`config.mk`:
```
export PLATFORM = sky130hd
export DESIGN_NAME = snd_io_regs
export DESIGN_NICKNAME = d
export VERILOG_FILES = /design/src/rtl/snd_io_pkg.sv /design/src/rtl/snd_io_decode.sv /design/src/rtl/snd_mailbox.sv /design/src/rtl/snd_dsp_window.sv /design/src/rtl/snd_ctrl_regs.sv /design/src/rtl/snd_io_regs.sv
export SDC_FILE = /design/constraint.sdc
export NUM_CORES = 1
export LEC_CHECK = 0
export ABC_AREA = 1
export CAP_MARGIN = 40
export CORE_UTILIZATION = 42
export CTS_BUF_LIST = sky130_fd_sc_hd__clkbuf_8 sky130_fd_sc_hd__clkbuf_16
export DETAILED_ROUTE_END_ITERATION = 8
export PLACE_DENSITY = 0.68
export SLEW_MARGIN = 10
export SYNTH_ARGS = -nofsm -noshare
export SYNTH_HDL_FRONTEND = slang
export SYNTH_SLANG_ARGS = --single-unit
```
`constraint.sdc`:
```
create_clock -name clk -period 3.3 [get_ports clk]
set_input_delay 0.66 -clock clk [delete_from_list [all_inputs] [get_ports clk]]
set_output_delay 0.66 -clock clk [all_outputs]
set_load 0.02 [all_outputs]
```
`src/rtl/snd_io_pkg.sv`:
```
package snd_io_pkg;
    localparam int DW = 8;

    typedef enum logic [3:0] {
        RG_NONE,
        RG_CTRL,
        RG_DADDR,
        RG_DDATA,
        RG_PORT,
        RG_SCR0,
        RG_SCR1,
        RG_TGT,
        RG_TCNT
    } reg_kind_e;
endpackage

```
`src/rtl/snd_io_decode.sv`:
```
module snd_io_decode
    import snd_io_pkg::*;
(
    input  logic [7:0] addr,
    output reg_kind_e  kind,
    output logic [1:0] idx
);
    always_comb begin
        idx = addr[1:0];
        unique case (addr)
            8'hF1: kind = RG_CTRL;
            8'hF2: kind = RG_DADDR;
            8'hF3: kind = RG_DDATA;
            8'hF4, 8'hF5, 8'hF6, 8'hF7: kind = RG_PORT;
            8'hF8: kind = RG_SCR0;
            8'hF9: kind = RG_SCR1;
            8'hFA: begin kind = RG_TGT;  idx = 2'd0; end
            8'hFB: begin kind = RG_TGT;  idx = 2'd1; end
            8'hFC: begin kind = RG_TGT;  idx = 2'd2; end
            8'hFD: begin kind = RG_TCNT; idx = 2'd0; end
            8'hFE: begin kind = RG_TCNT; idx = 2'd1; end
            8'hFF: begin kind = RG_TCNT; idx = 2'd2; end
            default: kind = RG_NONE;
        endcase
    end
endmodule

```
`src/rtl/snd_mailbox.sv`:
```
module snd_mailbox #(
    parameter int NPORT = 4,
    parameter int DW    = 8
) (
    input  logic                     clk,
    input  logic                     rst_n,
    input  logic                     cp_we,
    input  logic [$clog2(NPORT)-1:0] cp_sel,
    input  logic [DW-1:0]            cp_wdata,
    output logic [DW-1:0]            cp_rdata,
    input  logic                     host_we,
    input  logic [$clog2(NPORT)-1:0] host_sel,
    input  logic [DW-1:0]            host_wdata,
    output logic [DW-1:0]            host_rdata,
    input  logic [NPORT/2-1:0]       pair_clr
);
    localparam int SW = $clog2(NPORT);

    logic [DW-1:0] c2h_q [NPORT];
    logic [DW-1:0] h2c_q [NPORT];

    for (genvar g = 0; g < NPORT; g++) begin : g_port
        always_ff @(posedge clk) begin
            if (!rst_n)
                c2h_q[g] <= '0;
            else if (cp_we && cp_sel == SW'(g))
                c2h_q[g] <= cp_wdata;
        end

        always_ff @(posedge clk) begin
            if (!rst_n)
                h2c_q[g] <= '0;
            else if (pair_clr[g/2])
                h2c_q[g] <= '0;
            else if (host_we && host_sel == SW'(g))
                h2c_q[g] <= host_wdata;
        end
    end

    assign cp_rdata   = h2c_q[cp_sel];
    assign host_rdata = c2h_q[host_sel];

    p_clear_pair_r5: assert property (@(posedge clk) disable iff (!rst_n)
        pair_clr[0] |=> (h2c_q[0] == '0 && h2c_q[1] == '0));
endmodule

```
`src/rtl/snd_dsp_window.sv`:
```
module snd_dsp_window #(
    parameter int DW = 8
) (
    input  logic          clk,
    input  logic          rst_n,
    input  logic          addr_we,
    input  logic          data_we,
    input  logic [DW-1:0] wdata,
    output logic [DW-1:0] addr_rdata,
    output logic [DW-2:0] dsp_addr,
    output logic [DW-1:0] dsp_wdata,
    output logic          dsp_we
);
    localparam int LOCK_BIT = DW - 1;

    logic [DW-1:0] addr_q;

    always_ff @(posedge clk) begin
        if (!rst_n)
            addr_q <= '0;
        else if (addr_we)
            addr_q <= wdata;
    end

    assign addr_rdata = addr_q;
    assign dsp_addr   = addr_q[LOCK_BIT-1:0];
    assign dsp_wdata  = wdata;
    assign dsp_we     = data_we && !addr_q[LOCK_BIT];

    p_addr_load_r6: assert property (@(posedge clk) disable iff (!rst_n)
        addr_we |=> addr_rdata == $past(wdata));
endmodule

```
`src/rtl/snd_ctrl_regs.sv`:
```
module snd_ctrl_regs #(
    parameter int DW   = 8,
    parameter int NTMR = 3
) (
    input  logic               clk,
    input  logic               rst_n,
    input  logic               ctrl_we,
    input  logic [1:0]         scr_we,
    input  logic               tgt_we,
    input  logic [1:0]         tgt_idx,
    input  logic [DW-1:0]      wdata,
    output logic               boot_en,
    output logic [NTMR-1:0]    tmr_en,
    output logic [NTMR-1:0]    tmr_start,
    output logic [NTMR*DW-1:0] tmr_target,
    output logic [DW-1:0]      scr0,
    output logic [DW-1:0]      scr1,
    output logic [1:0]         pair_clr
);
    localparam int BOOT_BIT   = 7;
    localparam int CLR_HI_BIT = 5;
    localparam int CLR_LO_BIT = 4;

    always_ff @(posedge clk) begin
        if (!rst_n) begin
            boot_en   <= 1'b1;
            tmr_en    <= '0;
            tmr_start <= '0;
        end else if (ctrl_we) begin
            boot_en   <= wdata[BOOT_BIT];
            tmr_en    <= wdata[NTMR-1:0];
            tmr_start <= wdata[NTMR-1:0] & ~tmr_en;
        end else begin
            tmr_start <= '0;
        end
    end

    always_ff @(posedge clk) begin
        if (!rst_n) begin
            scr0 <= '0;
            scr1 <= '0;
        end else begin
            if (scr_we[0]) scr0 <= wdata;
            if (scr_we[1]) scr1 <= wdata;
        end
    end

    for (genvar t = 0; t < NTMR; t++) begin : g_tgt
        always_ff @(posedge clk) begin
            if (!rst_n)
                tmr_target[t*DW +: DW] <= '0;
            else if (tgt_we && tgt_idx == 2'(t))
                tmr_target[t*DW +: DW] <= wdata;
        end

        p_start_edge_r4: assert property (@(posedge clk) disable iff (!rst_n)
            tmr_start[t] |-> (tmr_en[t] && !$past(tmr_en[t])));
    end

    assign pair_clr = ctrl_we ? {wdata[CLR_HI_BIT], wdata[CLR_LO_BIT]} : 2'b00;

    p_boot_follow_r4: assert property (@(posedge clk) disable iff (!rst_n)
        ctrl_we |=> boot_en == $past(wdata[BOOT_BIT]));

    p_scr_hold_r9: assert property (@(posedge clk) disable iff (!rst_n)
        !scr_we[0] |=> $stable(scr0));
endmodule

```
`src/rtl/snd_io_regs.sv`:
```
module snd_io_regs
    import snd_io_pkg::*;
#(
    parameter int NTMR  = 3,
    parameter int TW    = 4,
    parameter int NPORT = 4
) (
    input  logic               clk,
    input  logic               rst_n,
    input  logic [7:0]         cp_addr,
    input  logic               cp_rd,
    input  logic               cp_wr,
    input  logic [DW-1:0]      cp_wdata,
    output logic [DW-1:0]      cp_rdata,
    input  logic [1:0]         host_sel,
    input  logic               host_wr,
    input  logic [DW-1:0]      host_wdata,
    output logic [DW-1:0]      host_rdata,
    output logic [DW-2:0]      dsp_addr,
    input  logic [DW-1:0]      dsp_rdata,
    output logic [DW-1:0]      dsp_wdata,
    output logic               dsp_we,
    output logic               boot_en,
    output logic [NTMR-1:0]    tmr_en,
    output logic [NTMR-1:0]    tmr_start,
    output logic [NTMR*DW-1:0] tmr_target,
    input  logic [NTMR*TW-1:0] tmr_ticks,
    output logic [NTMR-1:0]    tmr_rdclr
);
    reg_kind_e     kind;
    logic [1:0]    idx;
    logic [DW-1:0] mb_rdata, win_addr, scr0, scr1, tick_ext;
    logic [1:0]    pair_clr;

    snd_io_decode u_dec (
        .addr (cp_addr),
        .kind (kind),
        .idx  (idx)
    );

    snd_mailbox #(.NPORT(NPORT), .DW(DW)) u_mb (
        .clk        (clk),
        .rst_n      (rst_n),
        .cp_we      (cp_wr && kind == RG_PORT),
        .cp_sel     (idx),
        .cp_wdata   (cp_wdata),
        .cp_rdata   (mb_rdata),
        .host_we    (host_wr),
        .host_sel   (host_sel),
        .host_wdata (host_wdata),
        .host_rdata (host_rdata),
        .pair_clr   (pair_clr)
    );

    snd_dsp_window #(.DW(DW)) u_win (
        .clk        (clk),
        .rst_n      (rst_n),
        .addr_we    (cp_wr && kind == RG_DADDR),
        .data_we    (cp_wr && kind == RG_DDATA),
        .wdata      (cp_wdata),
        .addr_rdata (win_addr),
        .dsp_addr   (dsp_addr),
        .dsp_wdata  (dsp_wdata),
        .dsp_we     (dsp_we)
    );

    snd_ctrl_regs #(.DW(DW), .NTMR(NTMR)) u_ctl (
        .clk        (clk),
        .rst_n      (rst_n),
        .ctrl_we    (cp_wr && kind == RG_CTRL),
        .scr_we     ({cp_wr && kind == RG_SCR1, cp_wr && kind == RG_SCR0}),
        .tgt_we     (cp_wr && kind == RG_TGT),
        .tgt_idx    (idx),
        .wdata      (cp_wdata),
        .boot_en    (boot_en),
        .tmr_en     (tmr_en),
        .tmr_start  (tmr_start),
        .tmr_target (tmr_target),
        .scr0       (scr0),
        .scr1       (scr1),
        .pair_clr   (pair_clr)
    );

    always_comb begin
        tick_ext = '0;
        for (int t = 0; t < NTMR; t++)
            if (idx == 2'(t))
                tick_ext = {{(DW-TW){1'b0}}, tmr_ticks[t*TW +: TW]};
    end

    always_comb begin
        cp_rdata = '0;
        if (cp_rd) begin
            unique case (kind)
                RG_DADDR: cp_rdata = win_addr;
                RG_DDATA: cp_rdata = dsp_rdata;
                RG_PORT:  cp_rdata = mb_rdata;
                RG_SCR0:  cp_rdata = scr0;
                RG_SCR1:  cp_rdata = scr1;
                RG_TCNT:  cp_rdata = tick_ext;
                default:  cp_rdata = '0;
            endcase
        end
    end

    for (genvar t = 0; t < NTMR; t++) begin : g_rdclr
        assign tmr_rdclr[t] = cp_rd && kind == RG_TCNT && idx == 2'(t);
    end

    p_rdclr_single_r12: assert property (@(posedge clk) disable iff (!rst_n)
        $onehot0(tmr_rdclr));
endmodule

```
After elaboration in Yosys (flattened, before gate mapping)
Memory sizes are Yosys's and may differ from the RTL's.
Cells that the tools add are included.
{ "totals": {"mem_bits_rw": 64, "register_bits": 55, "output_inout_bits": 66, "mem_count": 2} }
{ "op_classes": {"n_reduce_logical": 33, "n_bitwise": 14, "n_mux": 55, "eq_ne": 29} }
{ "mem_list": {"columns": ["memory", "words", "word_bits", "read_ports", "rd_ports_with_merged_regs", "write_ports", "line_no", "rtl"], "rows": [
  ["u_mb.c2h_q", 4, 8, 1, 0, 4, "snd_mailbox.sv:19", "logic [DW-1:0] c2h_q [NPORT];"],
  ["u_mb.h2c_q", 4, 8, 1, 0, 4, "snd_mailbox.sv:20", "logic [DW-1:0] h2c_q [NPORT];"]
]} }
{ "op_table": {"columns": ["op", "count"], "rows": [
  ["$eq 8x8->1 const B", 15],
  ["$mux 8", 15],
  ["$pmux 8 s6", 1],
  ["$mux 1", 35],
  ["$pmux 4 s8", 1],
  ["$logic_and 1x1->1", 23],
  ["$eq 4x3->1 const B", 4],
  ["$or 1x1->1", 12],
  ["$eq 2x2->1 const B", 4],
  ["$eq 4x2->1 const B", 2],
  ["$pmux 2 s3", 1],
  ["$reduce_or 2->1", 3],
  ["$reduce_or 3->1", 2],
  ["$eq 2x1->1 const B", 2],
  ["$eq 4x1->1 const B", 1],
  ["$eq 4x4->1 const B", 1],
  ["$logic_not 2->1", 2],
  ["$mux 4", 1],
  ["$reduce_or 4->1", 1],
  ["$and 3x3->3", 1],
  ["$not 3->3", 1],
  ["$mux 2", 1],
  ["$reduce_and 2->1", 1],
  ["$logic_not 1->1", 1]
]} }

Depth between registers and ports, before layout
{ "logic_depth": {"ltp_word": 11, "ltp_mapped": 16} }

Hierarchy
A second synthesis with hierarchy kept.
{ "unflattened": {"cells_unflattened": 810, "area_unflattened_um2": 6164.7} }
{ "by_module_without_submodules": {"columns": ["mod", "area_each_um2", "seq_area_each_um2", "cells_per_inst", "n_inst"], "rows": [
  ["snd_mailbox", 3113.0, 1921.8, 336, 1],
  ["snd_ctrl_regs", 1795.5, 940.9, 233, 1],
  ["snd_io_regs", 585.6, 0.0, 131, 1],
  ["snd_dsp_window", 476.7, 160.2, 68, 1],
  ["snd_io_decode", 193.9, 0.0, 42, 1]
]} }

Worst setup path before layout
No wires, ideal clock.
{ "synth_path": {"path_type": "input -> output", "start": "input cp_addr[5]", "end": "output cp_rdata[4]", "slack_ns": 0.422, "t_arrival_ns": 2.218, "required_ns": 2.640, "cell_stages": 12, "path_buffers": 2, "path_cell_list": "nand2_1 nor2_1 buf_4 o211ai_2 nand2_2 nand2_4 nor2_4 buf_4 nand2_1 nand3_1 nand2_1 a21oi_1"} }
{ "synth_via": {"elab_chain_len": 7} }
{ "synth_lines": {"columns": ["element", "line_no", "rtl"], "rows": [
  ["start, declared", "snd_io_regs.sv:10", "input logic [7:0] cp_addr,"],
  ["branches (longest 5 deep; another with $eq 8x8->1)", null, null],
  ["$pmux 8 s6 *", "snd_io_regs.sv:94", "unique case (kind)"],
  ["$mux 8 *", "snd_io_regs.sv:93", "if (cp_rd) begin"],
  ["end, declared", "snd_io_regs.sv:14", "output logic [DW-1:0] cp_rdata,"]
]} }
Every way passes the cells marked *.

Worst setup path in the final report
{ "layout_path": {"start": "input host_sel[1]", "end": "output host_rdata[0]"} }
{ "layout_via": {"elab_chain_len": 1} }
{ "layout_lines": {"columns": ["element", "line_no", "rtl"], "rows": [
  ["start, declared", "snd_io_regs.sv:15", "input logic [1:0] host_sel,"],
  ["$mem_v2 4x8", null, null],
  ["end, declared", "snd_io_regs.sv:18", "output logic [DW-1:0] host_rdata,"]
]} }
No other way between the ends.

==> results.env <==
DP.FINAL_HPWL_UM=11900
WORST-ENDPOINT-ARRIVAL_PS=2480
MULTI_INPUT_AREA_UM2=2230
SYNTH-ASYNC-RESET-RATIO_PCT=0
CLOCK_TREE_SKEW_AFTER_FINAL_LAYOUT_PS=1.39
PLACE.GP.CONGESTION=0.974
SETUP_REPAIR_AFTER_GLOBAL_ROUTING_MISSED_ITS_MARGIN='false'
SYNTH_NETS=733
MAPPEDNETLISTAREA_UM2=5610
NUMBER_OF_GLOBAL_ROUTE_VIAS_BEFORE_REPAIR=5193
POWER.DENSITY_CELL_AREA_nW_PER_UM2=468
AVGSYNTHCELLAREA_UM2=8.22
LEAKAGE_uW=0.00333
CLK_LATENCY_PS=410
WORSTMARGINPINSLEW_PS=485
AREA_GROWTH_FROM_SYNTHESIS_TO_LAYOUT_PCT=42.5
MAX_CAP_VIOL_COUNT=0
HTREE_LEVELS=4
SETUP_TNS_PS=0
DIE_HEIGHT_UM=118
SWITCHING_SHARE_PCT=25.0
YS.FLOP_TYPE='edfxtp_1'
CTS_BUFFERS=17
RUN_STATUS='finished clean'
DESIGN.CORE.AREA_UM2=12800
NUMBER_OF_SYNTHESIZED_FLOPS_WITH_AN_ENABLE_PIN=64
MAX-VDD-IR-DROP_mV=0.296
WL_PER_CELL_UM=16.2
FINAL-SEQ-AREA_UM2=3020
YOSYSTOPAREACELLSHARE_PCT=34.3
SYNTH_TOP_AREA_CELL='edfxtp_1'
YOSYS_REGISTER_BITS=119
DIE_FOOTPRINT_UM2=13800
DRCVIOLATIONCOUNT=0
I_O_PIN_CNT=117
PORTBUFFERS=116
TIMING.FINAL.CRIT_PERIOD_PS=3140
STD_CELL_ROWS=41
SYNTH_CELL_TYPES=30
SLEW_VIOL_FINAL=0
SYNTH_SEQ_AREA_SHARE_PCT=53.9
GRT_OVERFLOW=0
SWITCHING_POWER_uW=935
CLKSLEWWORSTSETUPHOLDPATHS_PS=60
TOTAL_NUMBER_OF_VIAS=5400
SYNTHESIS.INSTANCES=682
X_DIMENSION_OF_THE_DIE_UM=118
HOLD_WS_PS=442
GRT_USE_TOTAL_PCT=24.0
N_FILL_CELL=1103
COMBPWRFRAC_PCT=10.5
PEAK_FREQ_MHz=319
HOLD_VIOL_FINAL=0
SYNTH-WARNING-COUNT=0
CRIT_TYPE='input port to output port'
DETAIL_ROUTE.WIRELENGTH_UM=16800
CRIT_PATH_START_KIND='input port'
RELSLEWSLACK_PCT=67.6
CRIT_PATH_MAX_FANOUT=9
CLOCK_SINK_COUNT=119
DR.FIRST_ITER.DRC_COUNT=395
START_UTIL_PCT=43.7
VIAS_PER_CELL=5.21
TRITONCTS='built'
DETAILEDROUTE.FIRSTPASSITERATIONCOUNT=5
CRIT_PATH_END_KIND='output port'
TOP_POST_SYNTHESIS_CELLS_BY_AREA='edfxtp_1 34%, dfxtp_1 20%, nand2_1 12%'
INTERNAL_POWER_uW=2810
YS_TOP_CELLS_BY_COUNT='175 x nand2_1, 93 x nor2_1, 65 x nand3_1, 64 x edfxtp_1, 59 x inv_1'
GRT_START_MAX_NET_PINS=38
LAYOUT.NETS=903
WORST_HOLD_PATH_TYPE='flop to flop'
ANTENNA_FOUND_INITIAL=0
CTSROOTBUFFERMASTER='clkbuf_16'
SETUP_VIOL=0
SEQ_POWER_SHARE_PCT=43.5
POST_ROUTE_CELLS_DRIVE_ABOVE_1_SHARE_PCT=18.3
CTS_HOLD_BUFFERS=0
WORST-ENDPOINT-REQUIRED_PS=2640
FINALCRITPERIODSHARE_PCT=95.0
GLOBAL_ROUTE_WIRE_LENGTH_BEFORE_REPAIR_UM=26000
TOP_COUNT_CELL_POST_SYNTH='nand2_1'
INSERTEDDIODECOUNT=0
CLOCK_PATH_BUFFERS=2
ANTENNA_VIOLATING_NETS_POST_ROUTE=0
POWER_FRAC_CLOCK_PCT=46.0
==> power groups by stage <==
stage	clock network (uW)	registers, uW	logic (uW)
finish	1720	1630	392
global route	1790	1630	420
CTS	1720	1630	373
detailed placement	0	1660	366
global placement	0	1650	359
floorplan	0	1650	173
==> per-layer routing <==
layer / GRT usage [%] / routed length [um] / vias to the layer above
met4: 6.89 / 293 / 0
met2: 40.8 / 8340 / 245
met3: 6.40 / 1310 / 31
li1: - / - / 2587
met1: 29.7 / 6840 / 2537
met5: 0 / 0 / -
==> cell families after synthesis <==
kind of cell,count (synthesis),synth area share [%]
and+or+nand+nor,352,26.6
buffers and inverters,100,8.44
AOI/OAI and AO/OA,111,11.1
DFF,119,53.9
==> worst paths after layout <==
kind / from / end / slack [ps] / cells after the start
max: host_sel[1] / host_rdata[0] / 160 / 7
min: u_ctl.tmr_en[1] / u_ctl.tmr_start[1] / 440 / 1
max reg2reg: u_ctl.scr0[1] / u_ctl.scr0[1] / 2600 / 2
min reg2reg: u_ctl.tmr_en[1] / u_ctl.tmr_start[1] / 440 / 1
==> sequential cells by signal (all words and copies together), names as in the netlist <==
name	flops
u_ctl.tmr_start	3
u_ctl.tmr_target	24
u_mb.h2c_q	32
u_ctl.boot_en	1
u_ctl.scr0	8
u_mb.c2h_q	32
u_win.addr_rdata	8
u_ctl.scr1	8
u_ctl.tmr_en	3
==> what timing repair did <==
item,in CTS,in global routing
pin swaps,2,20
endpoints found under the setup margin,12,10
resized for setup,45,47
gates cloned,0,2
endpoints found under the hold margin,0,0
setup buffers,4,2
==> layout by cell type, fill, tap and decap left out, types with 3 or more instances in the layout <==
cell / count
edfxtp_1: 64
inv_2: 6
buf_6: 5
nand2_2: 16
nand3_2: 7
inv_6: 3
buf_12: 3
nor2_1: 90
dlygate4sd2_1: 5
inv_4: 3
nor2_4: 3
nand2_4: 4
clkbuf_16: 18
o21ai_0: 30
dfxtp_1: 55
nand3_1: 58
clkdlybuf4s50_1: 96
nand2_1: 165
a21oi_1: 54
nor2_2: 5
a22oi_1: 13
o21ai_1: 6
dlymetal6s2s_1: 6
clkinv_4: 3
buf_4: 66
inv_1: 57
==> critical path, stage by stage <==
cell	delay, ps
clkdlybuf4s50_1	500
inv_1	70
nand2_1	70
clkinv_1	240
a22oi_1	280
nand3_1	110
clkdlybuf4s50_1	550
==> through the flow <==
| step | instances | worst slack, ps | instance area [um^2] | utilization, % | power (uW) |
|---|---|---|---|---|---|
| finish | 1037 | 164 | 7990 | 62.3 | 3740 |
| global route | 1037 | 41.6 | 7990 | 62.3 | 3850 |
| CTS | 1033 | 9.23 | 7830 | 61.0 | 3720 |
| detailed placement | 997 | -530 | 7260 | 56.6 | 2020 |
| global placement | 997 | -456 | 7260 | 56.6 | 2010 |
| floorplan | 682 | 422 | 5610 | - | 1820 |
==> layout make-up <==
type                       instances  share of cell area (%)
timing repair buffer             184                    21.5
sequential                       119                    37.8
clock buffer                      19                    5.81
tap                              172                    2.69
clock inverter                    13                    1.14
multi-input combinational        465                    27.9
inverter                          65                    3.12
(Power assumes the default switching activity.)
